## config.mk

```make
export PLATFORM = sky130hd
export DESIGN_NAME = attr_perm_check
export DESIGN_NICKNAME = d
export VERILOG_FILES = /design/src/rtl/attr_perm_pkg.sv /design/src/rtl/attr_merge.sv /design/src/rtl/perm_eval.sv /design/src/rtl/attr_perm_check.sv
export SDC_FILE = /design/constraint.sdc
export NUM_CORES = 1
export LEC_CHECK = 0
export BUFFER_PORTS_ARGS = -buffer_cell sky130_fd_sc_hd__buf_2
export CORE_MARGIN = 3
export CORE_UTILIZATION = 25
export CTS_CLUSTER_DIAMETER = 40
export DETAILED_ROUTE_END_ITERATION = 7
export PLACE_DENSITY = 0.49
export SKIP_LAST_GASP = 1
export SLEW_MARGIN = 15
export SYNTH_ARGS = -nofsm -noshare
export SYNTH_HDL_FRONTEND = slang
export SYNTH_HIERARCHICAL = 1
export SYNTH_SLANG_ARGS = --single-unit
```

## constraint.sdc

```tcl
create_clock -name clk -period 1.6 [get_ports clk]
set_input_delay 0.24 -clock clk [delete_from_list [all_inputs] [get_ports clk]]
set_output_delay 0.24 -clock clk [all_outputs]
set_load 0.01 [all_outputs]
```

## src/rtl/attr_perm_pkg.sv

```systemverilog
// Package: shared widths, bit positions and encodings for the
// descriptor attribute merge and permission checker.
package attr_perm_pkg;
    parameter int DESC_W   = 64;
    parameter int TATTR_W  = 5;
    parameter int LVL_W    = 2;
    parameter int LOW_LSB  = 2;
    parameter int LOW_W    = 10;
    parameter int HIGH_LSB = 52;
    parameter int HIGH_W   = 12;
    parameter int ATTR_W   = LOW_W + HIGH_W;
    parameter int FCODE_W  = 10;
    parameter int FTYPE_W  = 4;
    parameter int PERM_W   = 3;

    // Attribute word bit positions
    parameter int AB_USER  = 4;
    parameter int AB_WPROT = 5;
    parameter int AB_AFLAG = 8;
    parameter int AB_PXN   = 11;
    parameter int AB_XN    = 12;

    // Table attribute bit positions
    parameter int TB_PXN   = 0;
    parameter int TB_XN    = 1;
    parameter int TB_NOUSR = 2;
    parameter int TB_WPROT = 3;

    // Permission mask bit positions
    parameter int PM_R = 0;
    parameter int PM_W = 1;
    parameter int PM_X = 2;

    parameter int FC_MARK = 9;

    typedef enum logic [1:0] {
        ACC_READ  = 2'd0,
        ACC_WRITE = 2'd1,
        ACC_EXEC  = 2'd2,
        ACC_RSVD  = 2'd3
    } acc_e;

    typedef enum logic [FTYPE_W-1:0] {
        FT_NONE   = 4'd0,
        FT_ACCESS = 4'd2,
        FT_PERM   = 4'd3
    } ftype_e;
endpackage

```

## src/rtl/attr_merge.sv

```systemverilog
// Module: attr_merge
// Builds the merged attribute word from the leaf descriptor fields and
// the accumulated table attribute bits. It is purely combinational.
// Table bits can only restrict access. The no-user table bit acts in
// inverted sense: it clears the user-allowed attribute bit.
module attr_merge
    import attr_perm_pkg::*;
(
    input  logic [DESC_W-1:0]  desc,
    input  logic [TATTR_W-1:0] tbl,
    output logic [ATTR_W-1:0]  attr
);
    logic [ATTR_W-1:0] raw;

    // Copy the low and high descriptor fields into the word
    genvar gi;
    generate
        for (gi = 0; gi < LOW_W; gi++) begin : g_low
            assign raw[gi] = desc[LOW_LSB + gi];
        end
        for (gi = 0; gi < HIGH_W; gi++) begin : g_high
            assign raw[LOW_W + gi] = desc[HIGH_LSB + gi];
        end
    endgenerate

    // Apply the table restrictions on top of the leaf bits
    always_comb begin
        attr            = raw;
        attr[AB_PXN]    = raw[AB_PXN]   | tbl[TB_PXN];
        attr[AB_XN]     = raw[AB_XN]    | tbl[TB_XN];
        attr[AB_WPROT]  = raw[AB_WPROT] | tbl[TB_WPROT];
        attr[AB_USER]   = raw[AB_USER]  & ~tbl[TB_NOUSR];
    end
endmodule

```

## src/rtl/perm_eval.sv

```systemverilog
// Module: perm_eval
// Runs the ordered checks on a merged attribute word: access flag,
// user rights, execute-never, then write protect. It returns a
// permission mask or a fault type. It is combinational and assumes a
// merged word from attr_merge. Access code 3 takes the read path.
module perm_eval
    import attr_perm_pkg::*;
(
    input  logic [ATTR_W-1:0]  attr,
    input  logic               is_user,
    input  acc_e               acc,
    input  logic [LVL_W-1:0]   level,
    output logic               fault,
    output logic [FCODE_W-1:0] code,
    output logic [PERM_W-1:0]  mask
);
    logic   no_exec;
    logic   no_write;
    ftype_e ftype;

    // Work out which execute and write restrictions apply
    always_comb begin
        no_exec  = attr[AB_XN] | (~is_user & attr[AB_PXN]);
        no_write = attr[AB_WPROT];
    end

    // Priority chain: the first failing check sets the fault type
    always_comb begin
        ftype = FT_NONE;
        if (!attr[AB_AFLAG])
            ftype = FT_ACCESS;
        else if (is_user && !attr[AB_USER])
            ftype = FT_PERM;
        else if (no_exec && acc == ACC_EXEC)
            ftype = FT_PERM;
        else if (no_write && acc == ACC_WRITE)
            ftype = FT_PERM;
    end

    // Build the mask or the fault code from the chain result
    always_comb begin
        fault = (ftype != FT_NONE);
        code  = '0;
        mask  = '0;
        if (fault) begin
            code[FC_MARK]          = 1'b1;
            code[2 +: FTYPE_W]     = ftype;
            code[LVL_W-1:0]        = level;
        end else begin
            mask[PM_R] = 1'b1;
            mask[PM_W] = ~no_write;
            mask[PM_X] = ~no_exec;
        end
    end
endmodule

```

## src/rtl/attr_perm_check.sv

```systemverilog
// Module: attr_perm_check (top)
// Merges the leaf and table attributes, checks the requested access,
// and registers the mask or fault code with a one-cycle valid. The
// result registers load only on a valid request and hold otherwise.
// The reset is synchronous and active low.
module attr_perm_check
    import attr_perm_pkg::*;
(
    input  logic                 clk,
    input  logic                 rst_n,
    input  logic                 in_valid,
    input  logic [DESC_W-1:0]    leaf_desc,
    input  logic [TATTR_W-1:0]   tbl_attr,
    input  logic [LVL_W-1:0]     walk_level,
    input  logic                 is_user,
    input  logic [1:0]           acc_type,
    output logic                 out_valid,
    output logic                 out_fault,
    output logic [FCODE_W-1:0]   fault_code,
    output logic [PERM_W-1:0]    perm_mask,
    output logic [ATTR_W-1:0]    attr_word
);
    logic [ATTR_W-1:0]  merged;
    logic               f_nxt;
    logic [FCODE_W-1:0] c_nxt;
    logic [PERM_W-1:0]  m_nxt;

    attr_merge u_merge (
        .desc (leaf_desc),
        .tbl  (tbl_attr),
        .attr (merged)
    );

    perm_eval u_eval (
        .attr    (merged),
        .is_user (is_user),
        .acc     (acc_e'(acc_type)),
        .level   (walk_level),
        .fault   (f_nxt),
        .code    (c_nxt),
        .mask    (m_nxt)
    );

    // Valid pipeline stage
    always_ff @(posedge clk) begin
        if (!rst_n) out_valid <= 1'b0;
        else        out_valid <= in_valid;
    end

    // Result registers, loaded only on a valid request
    always_ff @(posedge clk) begin
        if (!rst_n) begin
            out_fault  <= 1'b0;
            fault_code <= '0;
            perm_mask  <= '0;
            attr_word  <= '0;
        end else if (in_valid) begin
            out_fault  <= f_nxt;
            fault_code <= c_nxt;
            perm_mask  <= m_nxt;
            attr_word  <= merged;
        end
    end
endmodule

```

==> flow_metrics.py, run 1 <==
metrics = {
    "power": {
        "leakagePower_uw": 0.00104,
        "switchingPower_uw": 488,
        "seqPwrFrac": 0.511,
        "p_sw_frac": 0.249,
        "cellPowerDensity_mw_per_mm2": 953,
        "intPower_uw": 1470,
        "power_frac_clock": 0.338,
        "power_frac_comb": 0.151,
        "peakVddDrop_v": 0.000262,
    },
    "worst_hold_path": {
        "holdCritStartpoint": "leaf_desc[8]",
        "whs_path_depth": 3,
        "hold_path.class": "in -> reg",
        "holdPathEnd": "attr_word[6]",
    },
    "timing": {
        "tns_ps": 0,
        "fmax_mhz": 839,
        "relSlewSlack": 0.615,
        "timing.hold.ws_ps": 207,
        "rsz0062_at_grt": "no",
        "finalHoldViolations": 0,
        "setup_viol": 0,
        "slew_viol_final": 0,
        "fin_crit_sh": 0.745,
        "tightest_slew_ps": 578,
        "fin_skew_ps": 0,
        "min_period_ps": 1190,
    },
    "routing": {
        "viasPerCell": 3.96,
        "antenna_left": 0,
        "drt_iter0_drc": 25,
        "drc_errors": 0,
        "routed_wl_um": 3520,
        "wl_per_cell_um": 12.1,
        "dr.pass1.iters": 2,
        "vias": 1152,
    },
    "synthesis": {
        "async_flop_share": 0,
        "synth_ff_type": "dfxtp_1",
        "yosysUniqueCellTypes": 20,
        "syn_avg_cell_area_um2": 10.7,
        "yosys_warnings": 6,
        "synth_largest_area_cell": "dfxtp_1",
        "synth_top_area_frac": 0.426,
        "synth_commonest_cells": "38 x nor2b_1, 37 x dfxtp_1, 36 x mux2i_1",
        "synth_area_leaders": "dfxtp_1 43%, mux2i_1 21%, nor2b_1 14%, buf_4 11%, buf_12 3.5%",
        "syn_inst": 162,
        "synth-edff-count": 0,
        "ys_seq_elements": 37,
        "ys_seq_area_frac": 0.426,
        "post-synth-top-count-cell": "nor2b_1",
        "netlist_area_mm2": 0.00174,
    },
    "critical_path": {
        "cp_cell_sequence": "buf_2 > or2_1 > a32oi_2 > buf_4 > and4bb_1 > mux2i_1 > nor2b_1",
        "cp_max_fo": 5,
        "worstSetupStartpointType": "input pin",
        "critPathKind": "in -> reg",
        "reg2reg_to": "attr_word[20]",
        "reg2reg_from": "attr_word[20]",
        "slowest_delay_ps": 270,
        "r2r_setup_slack_ps": 990,
        "reg2reg_depth": 2,
        "critPathRequiredTime_ps": 1820,
        "slowest_stage": "or2_1",
        "crit_arrival_ps": 1420,
        "critPathCaptureType": "flop",
    },
    "clock_network": {
        "htreeDepth": 2,
        "cts_tree": "done",
        "clockBufferDepth": 2,
        "cts-root-buf": "clkbuf_8",
        "cts.sinks": 37,
        "ctsHoldBuffers": 0,
        "cts_buffers": 5,
        "clk_latency_ps": 280,
        "cts_resized": 0,
        "path_clk_slew_ps": 70,
        "post_cts_buffers": 0,
    },
    "grt": {
        "grt_pass1_wl_um": 5600,
        "grt_max_degree": 38,
        "grt_usage": 0.0950,
        "grt_pass1_vias": 1115,
        "grt.overflow.total": 0,
        "antenna_found_initial": 0,
    },
    "place": {
        "hpwl_um": 2400,
        "io_buffers": 70,
        "gp_congestion": 0.580,
    },
    "die": {
        "num_io_pins": 114,
        "fp.dieW_um": 89.4,
        "rows": 29,
        "start_util": 0.266,
        "core_area_mm2": 0.00653,
        "die_area_mm2": 0.00800,
        "die_y_um": 89.4,
    },
    "job": {
        "drv_cap": 0,
    },
    "layout": {
        "area_growth_pct": 18.0,
        "n_antenna_cell": 0,
        "nNetsFinal": 291,
        "drive_gt1_frac": 0.383,
    },
    "outcome": {
        "outcome": "complete, no violations",
    },
}
==> state kept, by name, summed over array words and instances (netlist names) <==
register and flops:
fault_code 10, out_valid 1, perm_mask 3, attr_word 22, out_fault 1
==> cell usage in the layout (no fill, tap or decap), drive strengths merged <==
cell and instances:
inv 4, conb 5, dfxtp 37, o21ai 1, nor2b 38, and3 1
a32oi 1, nand3 1, and4bb 1, mux2i 36, or2 3, buf 73
a31oi 2, a21boi 1, and4b 1, and2b 1, and2 1, clkbuf 7
==> per-stage QoR <==
step / setup WS (ps) / instances / utilization / power (uW) / instance area (um^2)
finish: 407 / 291 / 0.314 / 1960 / 2050
global route: 290 / 291 / 0.314 / 2090 / 2050
CTS: 412 / 291 / 0.314 / 2010 / 2050
detailed placement: 103 / 284 / 0.301 / 1320 / 1970
global placement: 129 / 284 / 0.301 / 1320 / 1970
floorplan: 247 / 166 / - / 1250 / 1760
==> final cells by class <==
class                   count  area, um^2
fillers                   688        4480
flip-flops and latches     37         741
multi-input cells          93         729
repair buffers             73         385
well taps                  77        96.3
clock buffers               7        86.3
inverters                   4        15.0
==> cells by family (layout without fill, tap and decap cells) <==
kind of cell,Yosys count,in the layout,share of synthesized area
AO/OA/AOI/OAI,5,5,0.0259
flip-flops,37,37,0.426
AND/OR/NAND/NOR,47,47,0.175
multiplexers,36,36,0.207
other,1,5,0.00215
buffers and inverters,36,84,0.164
==> power by group through the flow <==
| stage | Sequential, uW | Clock (uW) | Combinational [uW] |
|---|---|---|---|
| after global routing | 1010 | 751 | 331 |
| after CTS | 1000 | 710 | 302 |
| final | 1000 | 662 | 295 |
| after floorplan | 1050 | 0 | 204 |
| after detailed placement | 1020 | 0 | 301 |
| after global placement | 1020 | 0 | 299 |
==> routing by layer <==
metal	vias up	GRT usage	wire length (um)
met4	0	0.0447	65
li1	600	-	-
met2	43	0.144	1540
met1	502	0.114	1610
met3	7	0.0442	309
met5	-	0	0
==> worst max-delay path by stage <==
| stage | start | to | slack [ps] | cells after the start |
|---|---|---|---|---|
| 6_report | tbl_attr[3] | perm_mask[2] | 410 | 7 |
| 3_3_place_gp | tbl_attr[3] | perm_mask[2] | 130 | 7 |
| 5_1_grt | tbl_attr[3] | perm_mask[2] | 290 | 7 |
| 4_1_cts | tbl_attr[3] | perm_mask[2] | 410 | 7 |
| 2_1_floorplan | tbl_attr[3] | fault_code[9] | 250 | 6 |
| 3_5_place_dp | tbl_attr[3] | perm_mask[2] | 100 | 7 |
==> worst max-delay path: cells and delay by family <==
kind,cells,cell delay [ps]
compound gates,1,270
simple gates,3,570
buf+inv,2,270
mux,1,70
No activity file was read; power rests on OpenSTA's default activity.
==> inputs of run 2 (changes only) <==
Clock period 1.6 ns to 1.2 ns, I/O delays scaled along.
==> run 2 against run 1 <==
Global-route usage decreased by 0.33 points. Sequential power increased by 33%. Clock skew unchanged. Hold slack got worse by 53 ps. Combinational power increased by 43%. Largest power group unchanged.
==> flow_metrics.py, run 2 (synthesis results as in run 1) <==
metrics = {
    "timing": {
        "min_period_ps": 1060,
        "setup_viol": 0,
        "fin_skew_ps": 0,
        "finalHoldViolations": 0,
        "slew_viol_final": 0,
        "fmax_mhz": 947,
        "fin_crit_sh": 0.880,
        "timing.hold.ws_ps": 154,
        "rsz0062_at_grt": "no",
    },
    "clock_network": {
        "cts.sinks": 37,
        "clk_latency_ps": 280,
        "htreeDepth": 2,
        "post_cts_buffers": 0,
        "clockBufferDepth": 2,
        "cts-root-buf": "clkbuf_8",
        "cts_resized": 0,
        "path_clk_slew_ps": 70,
        "cts_tree": "done",
        "cts_buffers": 5,
        "ctsHoldBuffers": 0,
    },
    "critical_path": {
        "r2r_setup_slack_ps": 590,
        "reg2reg_from": "attr_word[11]",
        "cp_cell_sequence": "buf_2 > or2_1 > nor2b_4 > o21ai_4 > nand3_2 > mux2i_1 > nor2b_1",
        "worstSetupStartpoint": "tbl_attr[0]",
        "cp_max_fo": 6,
        "critPathRequiredTime_ps": 1370,
        "slowest_delay_ps": 240,
        "reg2reg_depth": 2,
        "reg2reg_to": "attr_word[11]",
        "critPathKind": "in -> reg",
        "crit_arrival_ps": 1230,
        "critPathCaptureType": "flop",
        "cp-endpoint": "fault_code[3]",
        "worstSetupStartpointType": "input pin",
        "slowest_stage": "or2_1",
    },
    "grt": {
        "grt_max_degree": 38,
        "grt_usage": 0.0917,
        "antenna_found_initial": 0,
        "grt_pass1_vias": 1116,
        "grt.overflow.total": 0,
        "grt_pass1_wl_um": 5470,
    },
    "place": {
        "hpwl_um": 2450,
        "gp_congestion": 0.664,
        "io_buffers": 70,
    },
    "routing": {
        "vias": 1182,
        "routed_wl_um": 3470,
        "drc_errors": 0,
        "viasPerCell": 4.01,
        "drt_iter0_drc": 15,
        "wl_per_cell_um": 11.8,
        "antenna_left": 0,
        "dr.pass1.iters": 3,
    },
    "power": {
        "cellPowerDensity_mw_per_mm2": 1230,
        "peakVddDrop_v": 0.000439,
        "power.total_uw": 2620,
        "leakagePower_uw": 0.00108,
    },
    "layout": {
        "final.fill_count": 719,
        "drive_gt1_frac": 0.408,
        "area_growth_pct": 22.4,
        "seqCellArea_um2": 741,
        "top_register": "attr_word",
        "reg.largest.list": "attr_word x22, fault_code x10, perm_mask x3",
        "n_antenna_cell": 0,
        "nNetsFinal": 295,
        "final_common_cell": "buf_2",
        "largest_register_ffs": 22,
        "multi_input_area_um2": 763,
        "final_cell_mix": "70 x buf_2, 37 x nor2b_1, 37 x dfxtp_1",
    },
    "die": {
        "fp.dieW_um": 89.4,
        "die_y_um": 89.4,
        "die_area_mm2": 0.00800,
        "num_io_pins": 114,
        "start_util": 0.266,
        "core_area_mm2": 0.00653,
        "rows": 29,
    },
    "outcome": {
        "outcome": "complete, no violations",
    },
    "worst_hold_path": {
        "whs_path_depth": 3,
        "hold_path.class": "in -> reg",
    },
    "job": {
        "drv_cap": 0,
    },
}
run 2: worst max-delay path: cells and delay by family:
family                 cells  cell delay [ps]
AND/OR/NAND/NOR            4              570
AO/OA/AOI/OAI              1              220
multiplexers               1              160
buffers and inverters      1               90
run 2: layer usage:
| metal | GRT usage | routed length, um |
|---|---|---|
| met1 | 0.119 | 1670 |
| met2 | 0.137 | 1500 |
| met3 | 0.0323 | 258 |
| met4 | 0.0406 | 45 |
| met5 | 0 | 0 |
run 2: how the worst min path moves through the flow:
stage	start	to
floorplan	rst_n	attr_word[0]
detailed placement	leaf_desc[61]	attr_word[19]
CTS	leaf_desc[60]	attr_word[18]
global route	leaf_desc[2]	attr_word[0]
global placement	leaf_desc[60]	attr_word[18]
finish	leaf_desc[60]	attr_word[18]
run 2: report_power, final:
part	internal [uW]	total, uW	switching, uW
Clock	456	869	413
Sequential	1300	1330	30.5
Combinational	221	423	202
run 2: cell type report:
type	instances	area share
tap	77	0.0452
timing repair buffer	77	0.201
multi-input combinational	93	0.358
sequential	37	0.348
clock buffer	7	0.0405
inverter	4	0.00705
run 2: stage by stage:
stage / setup WS [ps] / area [um^2] / cells / setup TNS, ps / utilization
after global placement: -188 / 2040 / 288 / -1420 / 0.313
after floorplan: -51.5 / 1800 / 166 / -103 / -
after CTS: 110 / 2130 / 295 / 0 / 0.326
after detailed placement: -203 / 2040 / 288 / -1560 / 0.313
after global routing: 5.70 / 2130 / 295 / 0 / 0.326
final: 144 / 2130 / 295 / 0 / 0.326
==> inputs of run 3 (changes only) <==
Settings changed: CORE_UTILIZATION 25 to 42, PLACE_DENSITY 0.49 to 0.77.
==> run 3 against run 2 <==
Total power is essentially flat. Count of clock-buffer cells in the layout is 1 lower. Die area fell by 38%. Utilization up 23 points. First-iteration DRC count grew to 4.8 times the previous value. Worst setup slack improved by 0.98 ps. Register-to-register slack got worse by 20 ps. Hold slack gained 4.4 ps. Global-route usage grew 4.5 points. Sequential power hardly changed. Largest power group unchanged.
==> flow_metrics.py, run 3 (synthesis results as in run 1) <==
metrics = {
    "die": {
        "die_area_mm2": 0.00495,
        "rows": 22,
        "core_area_mm2": 0.00383,
        "num_io_pins": 114,
        "die_y_um": 70.4,
        "start_util": 0.455,
        "fp.dieW_um": 70.4,
    },
    "layout": {
        "area_growth_pct": 21.9,
        "nNetsFinal": 295,
        "utilization": 0.555,
        "final_common_cell": "buf_2",
        "reg.largest.list": "attr_word x22, fault_code x10, perm_mask x3",
        "top_register": "attr_word",
        "largest_register_ffs": 22,
        "final.fill_count": 357,
        "final_cell_mix": "70 x buf_2, 37 x nor2b_1, 37 x dfxtp_1",
        "fin_area_mm2": 0.00212,
        "multi_input_area_um2": 763,
        "drive_gt1_frac": 0.413,
        "n_antenna_cell": 0,
        "seqCellArea_um2": 741,
    },
    "clock_network": {
        "path_clk_slew_ps": 70,
        "post_cts_buffers": 0,
        "cts_resized": 0,
        "htreeDepth": 2,
        "ctsHoldBuffers": 0,
        "cts_buffers": 5,
        "clockBufferDepth": 2,
        "cts.sinks": 37,
        "clk_latency_ps": 270,
        "cts-root-buf": "clkbuf_8",
        "cts_tree": "done",
    },
    "place": {
        "hpwl_um": 2420,
        "io_buffers": 70,
        "dpl_cell_area_mm2": 0.00203,
        "gp_congestion": 0.658,
    },
    "routing": {
        "vias": 1192,
        "wl_per_cell_um": 12.0,
        "drt_iter0_drc": 72,
        "dr.pass1.iters": 3,
        "drc_errors": 0,
        "routed_wl_um": 3180,
        "antenna_left": 0,
        "viasPerCell": 4.48,
    },
    "worst_hold_path": {
        "whs_path_depth": 3,
        "holdPathEnd": "attr_word[2]",
        "hold_path.class": "in -> reg",
        "holdCritStartpoint": "leaf_desc[4]",
    },
    "grt": {
        "antenna_found_initial": 0,
        "grt_max_degree": 38,
        "grt_pass1_vias": 1251,
        "grt.overflow.total": 0,
        "grt_usage": 0.137,
        "grt_pass1_wl_um": 5440,
    },
    "critical_path": {
        "crit_arrival_ps": 1230,
        "critPathCaptureType": "flop",
        "critPathKind": "in -> reg",
        "critPathRequiredTime_ps": 1370,
        "worstSetupStartpointType": "input pin",
        "r2r_setup_slack_ps": 570,
        "cp_max_fo": 7,
        "slowest_stage": "a32oi_4",
        "slowest_delay_ps": 330,
        "reg2reg_depth": 2,
        "reg2reg_to": "attr_word[19]",
        "cp_num_buf_inv": 1,
        "cp_cell_sequence": "buf_2 > or2_4 > a32oi_4 > nand3_2 > mux2i_1 > nor2b_1",
        "cp_top_family": "simple AND/OR/NAND/NOR gates",
        "reg2reg_from": "attr_word[19]",
    },
    "timing": {
        "timing.hold.ws_ps": 158,
        "finalHoldViolations": 0,
        "fmax_mhz": 948,
        "fin_crit_sh": 0.879,
        "fin_skew_ps": 0,
        "rsz0062_at_grt": "no",
        "slew_viol_final": 0,
        "setup_viol": 0,
        "min_period_ps": 1050,
    },
    "power": {
        "peakVddDrop_v": 0.000529,
        "cellPowerDensity_mw_per_mm2": 1240,
        "leakagePower_uw": 0.00109,
    },
    "job": {
        "drv_cap": 0,
    },
    "outcome": {
        "outcome": "complete, no violations",
    },
}
-- run 3: worst max path at each step --
| stage | end | depth (start not counted) | startpoint |
|---|---|---|---|
| after CTS | out_fault | 6 | tbl_attr[3] |
| final | out_fault | 6 | tbl_attr[3] |
| after floorplan | fault_code[9] | 7 | tbl_attr[0] |
| after detailed placement | out_fault | 6 | tbl_attr[3] |
| after global placement | out_fault | 6 | tbl_attr[3] |
| after global routing | out_fault | 6 | tbl_attr[3] |
-- run 3: power by group --
| part | leakage (uW) | switching, uW | internal, uW |
|---|---|---|---|
| clock | 0.0000433 | 407 | 454 |
| combinational | 0.000737 | 201 | 230 |
| sequential | 0.000305 | 32.3 | 1300 |
| total | 0.00109 | 640 | 1980 |
-- run 3: area by class of cell --
class | count | area share
inverter | 4 | 0.00708
clock buffer | 6 | 0.0389
timing repair buffer | 77 | 0.213
sequential | 37 | 0.349
clock inverter | 1 | 0.00354
multi-input combinational | 93 | 0.360
tap | 48 | 0.0283
-- run 3: metrics by stage --
stage | worst slack (ps) | cells | setup TNS, ps | total power, uW
2_1_floorplan | -51.5 | 166 | -103 | 1690
3_3_place_gp | -144 | 259 | -1060 | 1790
3_5_place_dp | -180 | 259 | -1240 | 1800
4_1_cts | 124 | 266 | 0 | 2670
5_1_grt | 37.9 | 266 | 0 | 2780
6_report | 145 | 266 | 0 | 2620
-- run 3: layer usage --
| metal | GRT usage | routed length (um) | up-vias |
|---|---|---|---|
| met5 | 0 | 0 | - |
| met4 | 0.0574 | 16 | 0 |
| met3 | 0.0360 | 179 | 2 |
| met2 | 0.230 | 1540 | 39 |
| met1 | 0.165 | 1440 | 544 |
| li1 | - | - | 607 |
-- run 3: worst register-to-register path, stage by stage (launching register included) --
cell and delay [ps]:
dfxtp_1 320, mux2i_1 150, nor2b_1 60
